--- src/rtl/tdm_tx_pkg.sv ---
`timescale 1ns/1ps
package tdm_tx_pkg;

  typedef enum logic [1:0] {
    STD_I2S   = 2'b00,
    STD_LEFT  = 2'b01,
    STD_RIGHT = 2'b10,
    STD_PCM   = 2'b11
  } std_e;

  typedef struct packed {
    std_e       std;
    logic [1:0] dsize;
    logic       slot32;
    logic       tdm;
    logic [4:0] slots;
  } frame_cfg_t;

  // Sample width in bits for a size code.
  function automatic logic [5:0] f_data_bits(input logic [1:0] dsize);
    case (dsize)
      2'b00:   return 6'd16;
      2'b01:   return 6'd24;
      default: return 6'd32;
    endcase
  endfunction

  // Slot width: only a 16-bit sample may use a 16-bit slot.
  function automatic logic [5:0] f_slot_len(input logic [1:0] dsize, input logic slot32);
    return (dsize == 2'b00 && !slot32) ? 6'd16 : 6'd32;
  endfunction

  // Slots per frame, even, clamped to 2..cap.
  function automatic logic [4:0] f_slot_count(input logic tdm, input logic [4:0] req,
                                              input logic [4:0] cap);
    logic [4:0] n;
    n = {req[4:1], 1'b0};
    if (!tdm || n < 5'd2) return 5'd2;
    if (n > cap) return cap;
    return n;
  endfunction

  // Bit of a word due at a slot position, MSB first.
  function automatic logic f_bit_pick(input logic [31:0] w, input std_e std,
                                      input logic [5:0] dbits, input logic [5:0] slen,
                                      input logic [5:0] pos);
    logic [5:0] lead;
    logic [5:0] rel;
    logic [5:0] idx;
    lead = (std == STD_RIGHT) ? (slen - dbits) : 6'd0;
    rel  = pos - lead;
    idx  = dbits - 6'd1 - rel;
    if (pos < lead || rel >= dbits) return 1'b0;
    return w[idx[4:0]];
  endfunction

endpackage

--- src/rtl/tdm_tx_cfg_shadow.sv ---
`timescale 1ns/1ps
module tdm_tx_cfg_shadow
  import tdm_tx_pkg::*;
(
  input  logic       clk,
  input  logic       rst_n,
  input  logic       port_en,
  input  frame_cfg_t cfg_in,
  output frame_cfg_t cfg_q
);

  always_ff @(posedge clk or negedge rst_n) begin
    if (!rst_n) begin
      cfg_q <= '{std: STD_I2S, dsize: 2'b00, slot32: 1'b0, tdm: 1'b0, slots: 5'd2};
    end else if (!port_en) begin
      cfg_q <= cfg_in;
    end
  end

  // settings frozen while the lane runs
  a_r9_cfg_frozen: assert property (@(posedge clk) disable iff (!rst_n)
    (port_en && $past(port_en)) |-> $stable(cfg_q));

endmodule

--- src/rtl/tdm_tx_slot_seq.sv ---
`timescale 1ns/1ps
module tdm_tx_slot_seq #(
  parameter int unsigned MAX_SLOTS = 16,
  parameter int unsigned WORD_W    = 32,
  localparam int unsigned SLOT_W   = $clog2(MAX_SLOTS),
  localparam int unsigned POS_W    = $clog2(WORD_W) + 1
) (
  input  logic              clk,
  input  logic              rst_n,
  input  logic              port_en,
  input  logic              bit_tick,
  input  logic              frame_tick,
  input  logic              delayed,
  input  logic [POS_W-1:0]  slen,
  input  logic [SLOT_W:0]   nslots,
  output logic              step,
  output logic              slot_start,
  output logic [SLOT_W-1:0] cur_slot,
  output logic [POS_W-1:0]  cur_pos
);

  logic [SLOT_W-1:0] slot_q, slot_n, last_slot;
  logic [POS_W-1:0]  pos_q, pos_n;
  logic              run_q;

  assign last_slot = SLOT_W'(nslots - 1'b1);

  always_comb begin
    slot_n = slot_q;
    pos_n  = pos_q;
    if (frame_tick) begin
      if (delayed) begin
        slot_n = last_slot;
        pos_n  = slen - 1'b1;
      end else begin
        slot_n = '0;
        pos_n  = '0;
      end
    end else if (pos_q == slen - 1'b1) begin
      pos_n  = '0;
      slot_n = (slot_q == last_slot) ? '0 : slot_q + 1'b1;
    end else begin
      pos_n = pos_q + 1'b1;
    end
  end

  assign step       = port_en && bit_tick && (run_q || frame_tick);
  assign slot_start = step && (pos_n == '0);
  assign cur_slot   = slot_n;
  assign cur_pos    = pos_n;

  always_ff @(posedge clk or negedge rst_n) begin
    if (!rst_n) begin
      run_q  <= 1'b0;
      slot_q <= '0;
      pos_q  <= '0;
    end else if (!port_en) begin
      run_q  <= 1'b0;
      slot_q <= '0;
      pos_q  <= '0;
    end else if (step) begin
      run_q  <= 1'b1;
      slot_q <= slot_n;
      pos_q  <= pos_n;
    end
  end

  // position stays inside the slot, slot inside the frame
  a_r2_pos_bounded: assert property (@(posedge clk) disable iff (!rst_n)
    run_q |-> (pos_q < slen));
  a_r2_slot_bounded: assert property (@(posedge clk) disable iff (!rst_n)
    run_q |-> ({1'b0, slot_q} < nslots));

endmodule

--- src/rtl/tdm_tx_bit_fmt.sv ---
`timescale 1ns/1ps
module tdm_tx_bit_fmt
  import tdm_tx_pkg::*;
#(
  parameter int unsigned WORD_W = 32,
  localparam int unsigned POS_W = $clog2(WORD_W) + 1
) (
  input  logic              clk,
  input  logic              rst_n,
  input  logic              port_en,
  input  logic              step,
  input  logic              slot_start,
  input  logic              slot_on,
  input  logic [WORD_W-1:0] fifo_data,
  input  logic              fifo_valid,
  input  std_e              std,
  input  logic [POS_W-1:0]  dbits,
  input  logic [POS_W-1:0]  slen,
  input  logic [POS_W-1:0]  pos,
  output logic              fifo_ready,
  output logic              sdata,
  output logic              underflow
);

  logic [WORD_W-1:0] word_q, word_n;
  logic              fetch;

  assign fetch      = slot_start && slot_on;
  assign fifo_ready = fetch;

  always_comb begin
    word_n = word_q;
    if (slot_start) word_n = (fetch && fifo_valid) ? fifo_data : '0;
  end

  always_ff @(posedge clk or negedge rst_n) begin
    if (!rst_n) begin
      word_q    <= '0;
      sdata     <= 1'b0;
      underflow <= 1'b0;
    end else if (!port_en) begin
      word_q    <= '0;
      sdata     <= 1'b0;
      underflow <= 1'b0;
    end else begin
      underflow <= fetch && !fifo_valid;
      if (step) begin
        word_q <= word_n;
        sdata  <= f_bit_pick(word_n, std, dbits, slen, pos);
      end
    end
  end

  // an underflow pulse always follows an unserved request
  a_r8_underflow_cause: assert property (@(posedge clk) disable iff (!rst_n)
    underflow |-> $past(fifo_ready && !fifo_valid));
  // quiet outputs when disabled
  a_r1_quiet_when_off: assert property (@(posedge clk) disable iff (!rst_n)
    !port_en |=> (!sdata && !underflow));
  // no change between bit ticks
  a_r10_hold_between_ticks: assert property (@(posedge clk) disable iff (!rst_n)
    (port_en && !step) |=> $stable(sdata));

endmodule

--- src/rtl/tdm_slot_tx.sv ---
`timescale 1ns/1ps
module tdm_slot_tx
  import tdm_tx_pkg::*;
#(
  parameter int unsigned MAX_SLOTS = 16,
  parameter int unsigned WORD_W    = 32,
  localparam int unsigned SLOT_W   = $clog2(MAX_SLOTS),
  localparam int unsigned POS_W    = $clog2(WORD_W) + 1
) (
  input  logic                 clk,
  input  logic                 rst_n,
  input  logic                 port_en,
  input  logic [1:0]           cfg_std,
  input  logic [1:0]           cfg_dsize,
  input  logic                 cfg_slot32,
  input  logic                 cfg_tdm,
  input  logic [4:0]           cfg_slots,
  input  logic [MAX_SLOTS-1:0] slot_mask,
  input  logic [WORD_W-1:0]    fifo_data,
  input  logic                 fifo_valid,
  output logic                 fifo_ready,
  input  logic                 bit_tick,
  input  logic                 frame_tick,
  output logic                 sdata,
  output logic                 underflow
);

  frame_cfg_t        cfg_in, cfg_q;
  logic [POS_W-1:0]  dbits, slen, cur_pos;
  logic [SLOT_W:0]   nslots;
  logic [SLOT_W-1:0] cur_slot;
  logic              delayed, step, slot_start, slot_on;

  assign cfg_in = '{std: std_e'(cfg_std), dsize: cfg_dsize, slot32: cfg_slot32,
                    tdm: cfg_tdm, slots: cfg_slots};

  tdm_tx_cfg_shadow u_cfg (
    .clk     (clk),
    .rst_n   (rst_n),
    .port_en (port_en),
    .cfg_in  (cfg_in),
    .cfg_q   (cfg_q)
  );

  assign dbits   = POS_W'(f_data_bits(cfg_q.dsize));
  assign slen    = POS_W'(f_slot_len(cfg_q.dsize, cfg_q.slot32));
  assign nslots  = (SLOT_W+1)'(f_slot_count(cfg_q.tdm, cfg_q.slots, 5'(MAX_SLOTS)));
  assign delayed = (cfg_q.std == STD_I2S) || (cfg_q.std == STD_PCM);

  tdm_tx_slot_seq #(.MAX_SLOTS(MAX_SLOTS), .WORD_W(WORD_W)) u_seq (
    .clk        (clk),
    .rst_n      (rst_n),
    .port_en    (port_en),
    .bit_tick   (bit_tick),
    .frame_tick (frame_tick),
    .delayed    (delayed),
    .slen       (slen),
    .nslots     (nslots),
    .step       (step),
    .slot_start (slot_start),
    .cur_slot   (cur_slot),
    .cur_pos    (cur_pos)
  );

  assign slot_on = slot_mask[cur_slot];

  tdm_tx_bit_fmt #(.WORD_W(WORD_W)) u_fmt (
    .clk        (clk),
    .rst_n      (rst_n),
    .port_en    (port_en),
    .step       (step),
    .slot_start (slot_start),
    .slot_on    (slot_on),
    .fifo_data  (fifo_data),
    .fifo_valid (fifo_valid),
    .std        (cfg_q.std),
    .dbits      (dbits),
    .slen       (slen),
    .pos        (cur_pos),
    .fifo_ready (fifo_ready),
    .sdata      (sdata),
    .underflow  (underflow)
  );

  // a fetch only on an enabled slot's bit tick while running
  a_r7_fetch_on_enabled_tick: assert property (@(posedge clk) disable iff (!rst_n)
    fifo_ready |-> (bit_tick && port_en && slot_mask[cur_slot]));

endmodule

--- config.mk ---
export PLATFORM = sky130hd
export DESIGN_NAME = tdm_slot_tx
export DESIGN_NICKNAME = d
export VERILOG_FILES = /design/src/rtl/tdm_tx_pkg.sv /design/src/rtl/tdm_tx_cfg_shadow.sv /design/src/rtl/tdm_tx_slot_seq.sv /design/src/rtl/tdm_tx_bit_fmt.sv /design/src/rtl/tdm_slot_tx.sv
export SDC_FILE = /design/constraint.sdc
export NUM_CORES = 1
export LEC_CHECK = 0
export ABC_AREA = 1
export ABC_CLOCK_PERIOD_IN_PS = 2850
export CAP_MARGIN = 25
export CORE_UTILIZATION = 25
export DETAILED_ROUTE_END_ITERATION = 12
export DONT_BUFFER_PORTS = 1
export SETUP_SLACK_MARGIN = 0.02
export SLEW_MARGIN = 0
export SYNTH_ARGS = -nofsm -noshare
export SYNTH_HDL_FRONTEND = slang
export SYNTH_SLANG_ARGS = --single-unit
--- constraint.sdc ---
create_clock -name clk -period 2.85 [get_ports clk]
set_input_delay 0.285 -clock clk [delete_from_list [all_inputs] [get_ports clk]]
set_output_delay 0.285 -clock clk [all_outputs]
set_load 0.01 [all_outputs]
==> flow_metrics.tcl, run 1 <==
set metrics [dict create \
    run_status "complete, but fails checks" \
    failing_checks "negative setup slack" \
    worstSetupEndpointType "flip-flop" \
    worst_path_most_repeated_cell "nand2_1" \
    cp_slowest_stage_delay_ns 0.54 \
    clkLatencyLatePin_ns 0.30 \
    final_util_pct 34.0 \
    synth_seq_area_share_pct 37.8 \
    reg2reg_depth 29 \
    dieWidth_um 123 \
    nNetsFinal 653 \
    synth-warning-count 0 \
    coreArea_sq_um 14000 \
    post_synth_inst_count 515 \
    synthDistinctLibCells 36 \
    slew_viol_final 0 \
    dp_hpwl_um 7200 \
    clock-sinks 55 \
    timing.final.crit_share_pct 111 \
    timing.fmax_mhz 317 \
    die_h_um 123 \
    grt_pass1_wl_um 17000 \
    route.detailed.wl_per_inst_um 14.0 \
    worst_slew_margin_rel_pct 64.7 \
    fp.dieArea_sq_um 15000 \
    initialDrtViolationCount 110 \
    critPathSlowestCell "dfstp_2" \
    syn_avg_cell_area_sq_um 7.07 \
    max_cap_violations 0 \
    yosysTopAreaCellShare_pct 37.1 \
    finalWorstPathRequiredPeriod_ns 3.16 \
    timing_worst_setup_path_type "flip-flop to flip-flop" \
    fraction_of_final_layout_cells_with_drive_strength_greater_than_1_pct 22.9 \
    cts.clk_slew.worst_paths_ns 0.08 \
    drt.antenna.violating_nets 0 \
    final.setup.worst_slack_ns -0.306 \
    finalWirelength_um 10600 \
    cp_max_fo 8 \
    std_cell_rows 43 \
    grt_setup_unrepaired "true" \
    timing.critical_path.arrival_ns 3.36 \
    clk_root_buffer_cell "clkbuf_16" \
    drc 0 \
    ctsLongestPathBuffers 2 \
    postSynthRegisterBits 55 \
    critical_path_end "u_fmt.sdata" \
    rrSetupSlack_ns -0.31 \
    min-delay-path-class "primary input to flip-flop" \
    start_util_pct 25.9 \
    yosys.area.top_type "dfrtp_1" \
    ctsHtreeMaxLevel 2 \
    placed_cells 740 \
    floorplan.io_pins 68 \
    number_of_clock_buffers_inserted_by_tritoncts 5 \
    worstReg2RegStart "u_cfg.cfg_q[1]" \
    timing.final.setup_violations 2 \
    finish.cell_count_without_fillers 757 \
    global_route.overflow_total 0 \
    skew_ns 0.0141 \
    grt_max_degree 56 \
    placement.io_buffers 0 \
    timing.critical_path.required_ns 3.05 \
    synthArstFlopShare_pct 100 \
    post_synth_main_area_contributors "dfrtp_1 (37%), nand2_1 (17%), nand3_1 (8.1%)" \
    setup.worst_path.start "u_cfg.cfg_q[1]" \
    timing.final.hold_violations 0 \
    first_global_vias 3461 \
    grt_util_all_layers_pct 14.3 \
    place_congestion 0.881 \
    post_synth_instance_area_sq_um 3640 \
    power_leakage_uw 0.00236 \
    area_added_between_synthesis_and_finish_pct 31.2 \
    max_slew.worst_pin.slew_ns 0.530 \
    cts_tree "built" \
    worstReg2RegEnd "u_fmt.sdata" \
    mappedNetlistNets 592 \
    synth-edff-count 0 \
    detailroute.via_count 3551 \
    via_per_inst 4.69 \
    power_density_over_the_cells_nw_per_um2 451 \
    insertedDiodeCount 0 \
    initial_antenna_violation_count 0 \
    critPathLaunchType "flip-flop" \
    synth_top_flop_cell "dfrtp_1" \
    vdd.ir_drop.worst_mv 0.271 \
    drt-pass1-iter-count 4 \
]
[synthesized netlist by cell type, drive strengths merged (3+ instances only)]
cell,n
or2,3
nand2,172
a21oi,37
clkbuf,13
nand3b,3
o21ai,16
nand4,34
dfrtp,54
xor2,3
inv,52
xnor2,3
nand3,62
o22ai,7
nor2,29
ha,11
buf,10
[power by group]
group / leakage, uW / switching [uW] / internal (uW)
clock: 0.0000815 / 306 / 420
sequential: 0.000745 / 20.1 / 807
combinational: 0.00153 / 354 / 248
[cell usage in the layout (no fill, tap or decap), types with 2 or more instances in the layout]
cell       instances
nand3_2            6
nor2_1            22
ha_1              10
nand2_4            4
nor2_4             4
nand3_4            2
nand4_1           34
nand2_2            7
xor2_1             3
a21oi_1           33
buf_12             4
buf_4             65
xnor2_1            3
dfrtp_1           54
nand3_1           54
inv_2              9
clkbuf_16          9
inv_1             42
nand3b_1           3
o21ai_1            3
a21oi_2            3
nor2_2             3
o22ai_1            7
buf_6              2
o21ai_0           11
nand2_1          160
or2_2              3
[routing by layer]
layer	GRT usage [%]	vias up	wire, um
met5	0	-	0
met4	3.81	0	140
met3	3.07	11	703
met2	22.8	86	5020
met1	19.4	1631	4760
li1	-	1823	-
[sequential cells by signal, indices dropped and copies added (netlist names)]
| name | count |
|---|---|
| u_seq.run_q | 1 |
| u_fmt.word_q | 32 |
| u_seq.pos_q | 6 |
| u_cfg.cfg_q | 10 |
| u_seq.slot_q | 4 |
| u_fmt.underflow | 1 |
| u_fmt.sdata | 1 |
[worst min path at each step]
stage | start | endpoint | slack, ns | cells past startpoint
2_1_floorplan | rst_n | u_cfg.cfg_q[10] | -0.01 | 0
3_3_place_gp | rst_n | u_fmt.word_q[27] | -0.009 | 0
3_5_place_dp | rst_n | u_fmt.word_q[25] | -0.009 | 0
4_1_cts | fifo_valid | u_fmt.underflow | 0.04 | 1
5_1_grt | fifo_valid | u_fmt.underflow | 0.04 | 1
6_report | fifo_valid | u_fmt.underflow | 0.04 | 1
[through the flow]
stage          hold slack [ns]  instance area, sq um  setup slack [ns]  total power (uW)  setup TNS (ns)
2_1_floorplan          -0.0106                  3660            0.0305              1210               0
3_3_place_gp          -0.00895                  4320            -0.264              1380          -0.264
3_5_place_dp          -0.00916                  4320            -0.306              1380          -0.306
4_1_cts                 0.0402                  4550            -0.219              2130          -0.433
5_1_grt                 0.0391                  4780            -0.630              2280           -2.37
6_report                0.0424                  4780            -0.306              2160          -0.546
[worst max-delay path, delay by kind of cell (launching register included)]
family | cells | cell delay (ns)
AND/OR/NAND/NOR | 22 | 1.60
adder cells (fa/ha/maj) | 1 | 0.20
flip-flops | 1 | 0.54
XOR/XNOR | 1 | 0.11
buffers and inverters | 5 | 0.58
[kinds of logic after synthesis]
logic type                 after synthesis  synth area share, %
DFF                                     55                 37.8
AOI/OAI and AO/OA                       62                 9.52
xor gates and xnor gates                 6                 1.44
buffers and inverters                   75                 8.87
adders and majority gates               12                 4.33
and+or+nand+nor                        305                 38.0
[final cells by class]
class	count	area (sq um)
Timing Repair Buffer	77	728
Clock inverter	2	38.8
Multi-Input combinational cell	385	2080
Inverter	52	203
Fill cell	1511	9270
Clock buffer	6	129
Sequential cell	55	1380
Tap cell	180	225
[repair_timing]
item	in CTS	in global routing
setup buffers	0	3
endpoints found under the hold margin	55	0
pin swaps	1	21
gates resized for setup	9	27
cloned	0	4
hold buffers	2	0
setup endpoints to repair	3	25
Power figures use the tool's default switching activity.
==> run 2: changes to the inputs <==
--- a/config.mk
+++ b/config.mk
@@ -15,4 +15,5 @@
 export SLEW_MARGIN = 0
 export SYNTH_ARGS = -nofsm -noshare
 export SYNTH_HDL_FRONTEND = slang
+export SYNTH_HIERARCHICAL = 1
 export SYNTH_SLANG_ARGS = --single-unit
==> flow_metrics.tcl, run 2 <==
set metrics [dict create \
    run_status "complete, but fails checks" \
    failing_checks "negative setup slack" \
    min-delay-path-class "primary input to flip-flop" \
    worst_hold_slack_ns 0.0305 \
    grt_util_all_layers_pct 14.5 \
    number_of_clock_buffers_inserted_by_tritoncts 5 \
    hp-start "fifo_valid" \
    placed_cells 1043 \
    final.setup.worst_slack_ns -0.755 \
    timing.critical_path.required_ns 3.06 \
    start_util_pct 25.5 \
    first_global_vias 4672 \
    worstSetupEndpointType "flip-flop" \
    cp_max_fo 8 \
    ctsLongestPathBuffers 2 \
    slew_viol_final 0 \
    worst_path_most_repeated_cell "nand2_1" \
    dieWidth_um 140 \
    via_per_inst 4.53 \
    vdd.ir_drop.worst_mv 0.236 \
    clkLatencyLatePin_ns 0.31 \
    die_h_um 140 \
    largest_reg_flops 32 \
    initialDrtViolationCount 257 \
    syn_avg_cell_area_sq_um 6.63 \
    placement.io_buffers 0 \
    final_util_pct 34.3 \
    max_cap_violations 0 \
    coreArea_sq_um 18600 \
    drc 0 \
    power_density_over_the_cells_nw_per_um2 444 \
    std_cell_rows 50 \
    timing.critical_path.arrival_ns 3.82 \
    worstReg2RegEnd "u_fmt/sdata" \
    insertedDiodeCount 0 \
    post_synth_instance_area_sq_um 4750 \
    critPathLaunchType "flip-flop" \
    whs_endpoint "u_fmt/underflow" \
    ctsHtreeMaxLevel 2 \
    skew_ns 0.00774 \
    critPathSlowestCell "dfstp_2" \
    post_synth_inst_count 716 \
    grt_max_degree 56 \
    layout_common_cells "nand2_1 (233), buf_4 (92), nand3_1 (88)" \
    power_leakage_uw 0.00320 \
    initial_antenna_violation_count 0 \
    finalWorstPathRequiredPeriod_ns 3.60 \
    timing.final.setup_violations 34 \
    global_route.overflow_total 0 \
    area_added_between_synthesis_and_finish_pct 34.6 \
    timing.fmax_mhz 277 \
    finish.cell_count_without_fillers 1070 \
    clock-sinks 55 \
    finalWirelength_um 13800 \
    drt.antenna.violating_nets 0 \
    nNetsFinal 928 \
    timing.final.hold_violations 0 \
    synth-warning-count 6 \
    cp_slowest_stage_delay_ns 0.53 \
    placement.setup.worst_slack_ns -0.798 \
    fp.dieArea_sq_um 19500 \
    cts_tree "built" \
    timing_worst_setup_path_type "flip-flop to flip-flop" \
    clk_root_buffer_cell "clkbuf_16" \
    layout.cells.most_common "nand2_1" \
    regMostFlops "u_fmt/word_q" \
    fraction_of_final_layout_cells_with_drive_strength_greater_than_1_pct 24.2 \
    detailroute.via_count 4851 \
    dp_hpwl_um 9880 \
    route.detailed.wl_per_inst_um 12.9 \
    place_congestion 0.831 \
    worstReg2RegStart "u_cfg/cfg_q[1]" \
    drt-pass1-iter-count 5 \
    floorplan.io_pins 68 \
    top_regs "u_fmt/word_q: 32 flops, u_cfg/cfg_q: 10 flops, u_seq/pos_q: 6 flops" \
    cts.clk_slew.worst_paths_ns 0.08 \
    rrSetupSlack_ns -0.75 \
    reg2reg_depth 33 \
    timing.final.crit_share_pct 126 \
    grt_pass1_wl_um 22800 \
    num-fill-cells 1997 \
    hold_depth 1 \
    grt_setup_unrepaired "true" \
]
## run 2: final cells by class
class	count	area, sq um	area share (%)
Multi-Input combinational cell	577	3240	50.7
Timing Repair Buffer	108	997	15.6
Clock buffer	6	129	2.02
Inverter	88	340	5.33
Sequential cell	55	1380	21.6
Tap cell	234	293	4.58
Clock inverter	2	16.3	0.255
## run 2: power breakdown
group          internal (uW)  switching (uW)
clock network            331             322
registers                805            20.3
logic                    612             747
## run 2: what timing repair did
action	in CTS	in global routing
pin swaps	4	22
gates cloned	4	3
buffers inserted	9	3
setup endpoints to repair	35	35
hold buffers	2	0
endpoints found under the hold margin	55	0
resized for setup	28	44
## run 2: through the flow
stage | cell area, sq um | power (uW) | setup TNS, ns
2_1_floorplan | 4910 | 1660 | -4.07
3_3_place_gp | 5710 | 2070 | -12.09
3_5_place_dp | 5710 | 2080 | -14.06
4_1_cts | 6160 | 2820 | -12.84
5_1_grt | 6390 | 3070 | -23.48
6_report | 6390 | 2840 | -17.22
## run 2: critical path, delay by kind of cell, from the launching register on
kind	cells	cell delay, ns
flops	1	0.53
fa+ha+maj	1	0.27
xor+xnor	1	0.13
buf+inv	5	0.58
compound gates	1	0.11
simple gates	25	1.89
## run 2: how the worst max path moves through the flow
| stage | from | to | slack, ns |
|---|---|---|---|
| floorplan | u_cfg/cfg_q[1] | u_fmt/sdata | -0.36 |
| global placement | u_cfg/cfg_q[1] | u_fmt/sdata | -0.74 |
| detailed placement | u_cfg/cfg_q[1] | u_fmt/sdata | -0.80 |
| CTS | u_cfg/cfg_q[1] | u_fmt/sdata | -0.58 |
| global route | u_cfg/cfg_q[1] | u_fmt/sdata | -1.01 |
| finish | u_cfg/cfg_q[1] | u_fmt/sdata | -0.75 |
## run 2: layer usage
layer	GRT usage, %	up-vias	share of wire (%)
li1	-	2520	-
met1	18.7	2194	46
met2	25.0	127	47
met3	2.62	10	6.0
met4	3.35	0	0.92
met5	0	-	0
==> run 3: changes to the inputs <==
--- a/config.mk
+++ b/config.mk
@@ -6,7 +6,7 @@
 export NUM_CORES = 1
 export LEC_CHECK = 0
 export ABC_AREA = 1
-export ABC_CLOCK_PERIOD_IN_PS = 2850
+export ABC_CLOCK_PERIOD_IN_PS = 3700
 export CAP_MARGIN = 25
 export CORE_UTILIZATION = 25
 export DETAILED_ROUTE_END_ITERATION = 12
==> constraint.sdc (replaced) <==
create_clock -name clk -period 3.7 [get_ports clk]
set_input_delay 0.37 -clock clk [delete_from_list [all_inputs] [get_ports clk]]
set_output_delay 0.37 -clock clk [all_outputs]
set_load 0.01 [all_outputs]
==> flow_metrics.tcl, run 3 (synthesis gave the netlist of run 2 again) <==
set metrics [dict create \
    run_status "complete, no violations" \
    ctsHtreeMaxLevel 2 \
    dp_hpwl_um 9010 \
    cts_tree "built" \
    timing.final.crit_share_pct 97.9 \
    power_leakage_uw 0.00288 \
    grt_max_degree 56 \
    fraction_of_final_layout_cells_with_drive_strength_greater_than_1_pct 17.0 \
    skew_ns 0.0144 \
    cell_family_with_most_cp_delay "simple AND/OR/NAND/NOR gates" \
    critical_path_buf_inv_count 5 \
    slew_viol_final 0 \
    max_slew.worst_pin.slew_ns 0.582 \
    setup-tns-final_ns 0 \
    initialDrtViolationCount 258 \
    route.detailed.wl_per_inst_um 12.9 \
    clock-sinks 55 \
    worst_path_most_repeated_cell "nand2_1" \
    ctsLongestPathBuffers 2 \
    timing_worst_setup_path_type "flip-flop to flip-flop" \
    critPathLaunchType "flip-flop" \
    critPathSlowestCell "dfstp_2" \
    cp_max_fo 8 \
    clk_root_buffer_cell "clkbuf_16" \
    layout.cells.most_common "nand2_1" \
    power_density_over_the_cells_nw_per_um2 364 \
    largest_reg_flops 32 \
    coreArea_sq_um 18600 \
    detailroute.via_count 4626 \
    layout_common_cells "nand2_1 (225), nand3_1 (81), inv_1 (79)" \
    cp_slowest_stage_delay_ns 0.54 \
    via_per_inst 4.60 \
    grt_setup_unrepaired "true" \
    die_h_um 140 \
    drt-pass1-iter-count 7 \
    placement.io_buffers 0 \
    timing.final.hold_violations 0 \
    sequential_cell_area_sq_um 1380 \
    num-fill-cells 1994 \
    timing.critical_path.required_ns 3.95 \
    grt_util_all_layers_pct 13.5 \
    cts.clk_slew.worst_paths_ns 0.09 \
    multi_input_area_sq_um 3200 \
    clkLatencyLatePin_ns 0.31 \
    top_regs "u_fmt/word_q: 32 flops, u_cfg/cfg_q: 10 flops, u_seq/pos_q: 6 flops" \
    initial_antenna_violation_count 0 \
    dieWidth_um 140 \
    start_util_pct 25.5 \
    std_cell_rows 50 \
    drc 0 \
    worst_hold_slack_ns 0.116 \
    max_cap_violations 0 \
    timing.critical_path.arrival_ns 3.88 \
    timing.fmax_mhz 276 \
    rrSetupSlack_ns 0.08 \
    first_global_vias 4262 \
    grt_pass1_wl_um 21200 \
    number_of_clock_buffers_inserted_by_tritoncts 5 \
    nNetsFinal 863 \
    place_congestion 0.824 \
    timing.final.setup_violations 0 \
    fp.dieArea_sq_um 19500 \
    worst_slew_margin_rel_pct 61.1 \
    finalWorstPathRequiredPeriod_ns 3.62 \
    vdd.ir_drop.worst_mv 0.185 \
    drt.antenna.violating_nets 0 \
    insertedDiodeCount 0 \
    min-delay-path-class "primary input to flip-flop" \
    area_added_between_synthesis_and_finish_pct 23.0 \
    global_route.overflow_total 0 \
    floorplan.io_pins 68 \
    finalWirelength_um 13000 \
    regMostFlops "u_fmt/word_q" \
    worstSetupEndpointType "flip-flop" \
]
## run 3: cell types whose count changed in the layout (fill, tap and decap cells not counted), moves of 10 or more
cell      delta
o21ai_1     -10
a21boi_0    +13
a21boi_2    -27
buf_4       -60
o21ai_0     +10
a21boi_1    +14
## run 3: layer usage
metal | up-vias | GRT usage [%] | part of all wire (%)
li1 | 2363 | - | -
met1 | 2140 | 17.2 | 45
met2 | 108 | 22.1 | 47
met3 | 15 | 3.58 | 6.5
met4 | 0 | 3.88 | 1.4
met5 | - | 0 | 0
## run 3: worst reg2reg max path: cells and delay by family (launching register included)
kind	cells	cell delay (ns)
xor+xnor	1	0.14
buf+inv	5	0.56
simple gates	26	1.97
flops	1	0.54
compound gates	1	0.09
fa+ha+maj	1	0.27
## run 3: power breakdown
group,internal (uW),switching (uW),leakage [uW]
Combinational,385,582,0.00206
Sequential,620,18.7,0.000745
Clock,258,263,0.0000719
## run 3: final timing paths
path	end	from	cells after the start
setup / recovery	u_fmt/sdata	u_cfg/cfg_q[1]	34
hold / removal	u_fmt/underflow	fifo_valid	1
setup reg to reg	u_fmt/sdata	u_cfg/cfg_q[1]	34
hold reg to reg	u_cfg/cfg_q[1]	u_cfg/cfg_q[1]	2
max in group asynchronous	u_cfg/cfg_q[1]	rst_n	2
min in group asynchronous	u_fmt/word_q[29]	rst_n	2
## run 3: through the flow
step | power (uW) | utilization [%] | instance area [sq um] | worst slack, ns | instances
CTS | 2020 | 29.9 | 5570 | 0.0109 | 1002
detailed placement | 1460 | 28.0 | 5230 | -0.0569 | 982
global route | 2290 | 31.3 | 5840 | -0.225 | 1005
global placement | 1460 | 28.0 | 5230 | -0.0360 | 982
floorplan | 1270 | - | 4860 | 0.365 | 746
finish | 2130 | 31.3 | 5840 | 0.0775 | 1005
## run 3: final cells by class
class | count | share of cell area [%]
repair buffers | 44 | 8.10
well taps | 234 | 5.01
clock inverters | 3 | 0.471
inverters | 88 | 5.94
multi-input cells | 576 | 54.7
clock buffers | 5 | 2.14
flip-flops and latches | 55 | 23.6
## run 3: timing repair
item | CTS | global route
pin swaps | 7 | 32
setup endpoints to repair | 1 | 33
hold buffers | 2 | 0
endpoints found under the hold margin | 55 | 0
gates resized for setup | 6 | 79
gates cloned | 2 | 2
buffers inserted | 8 | 3
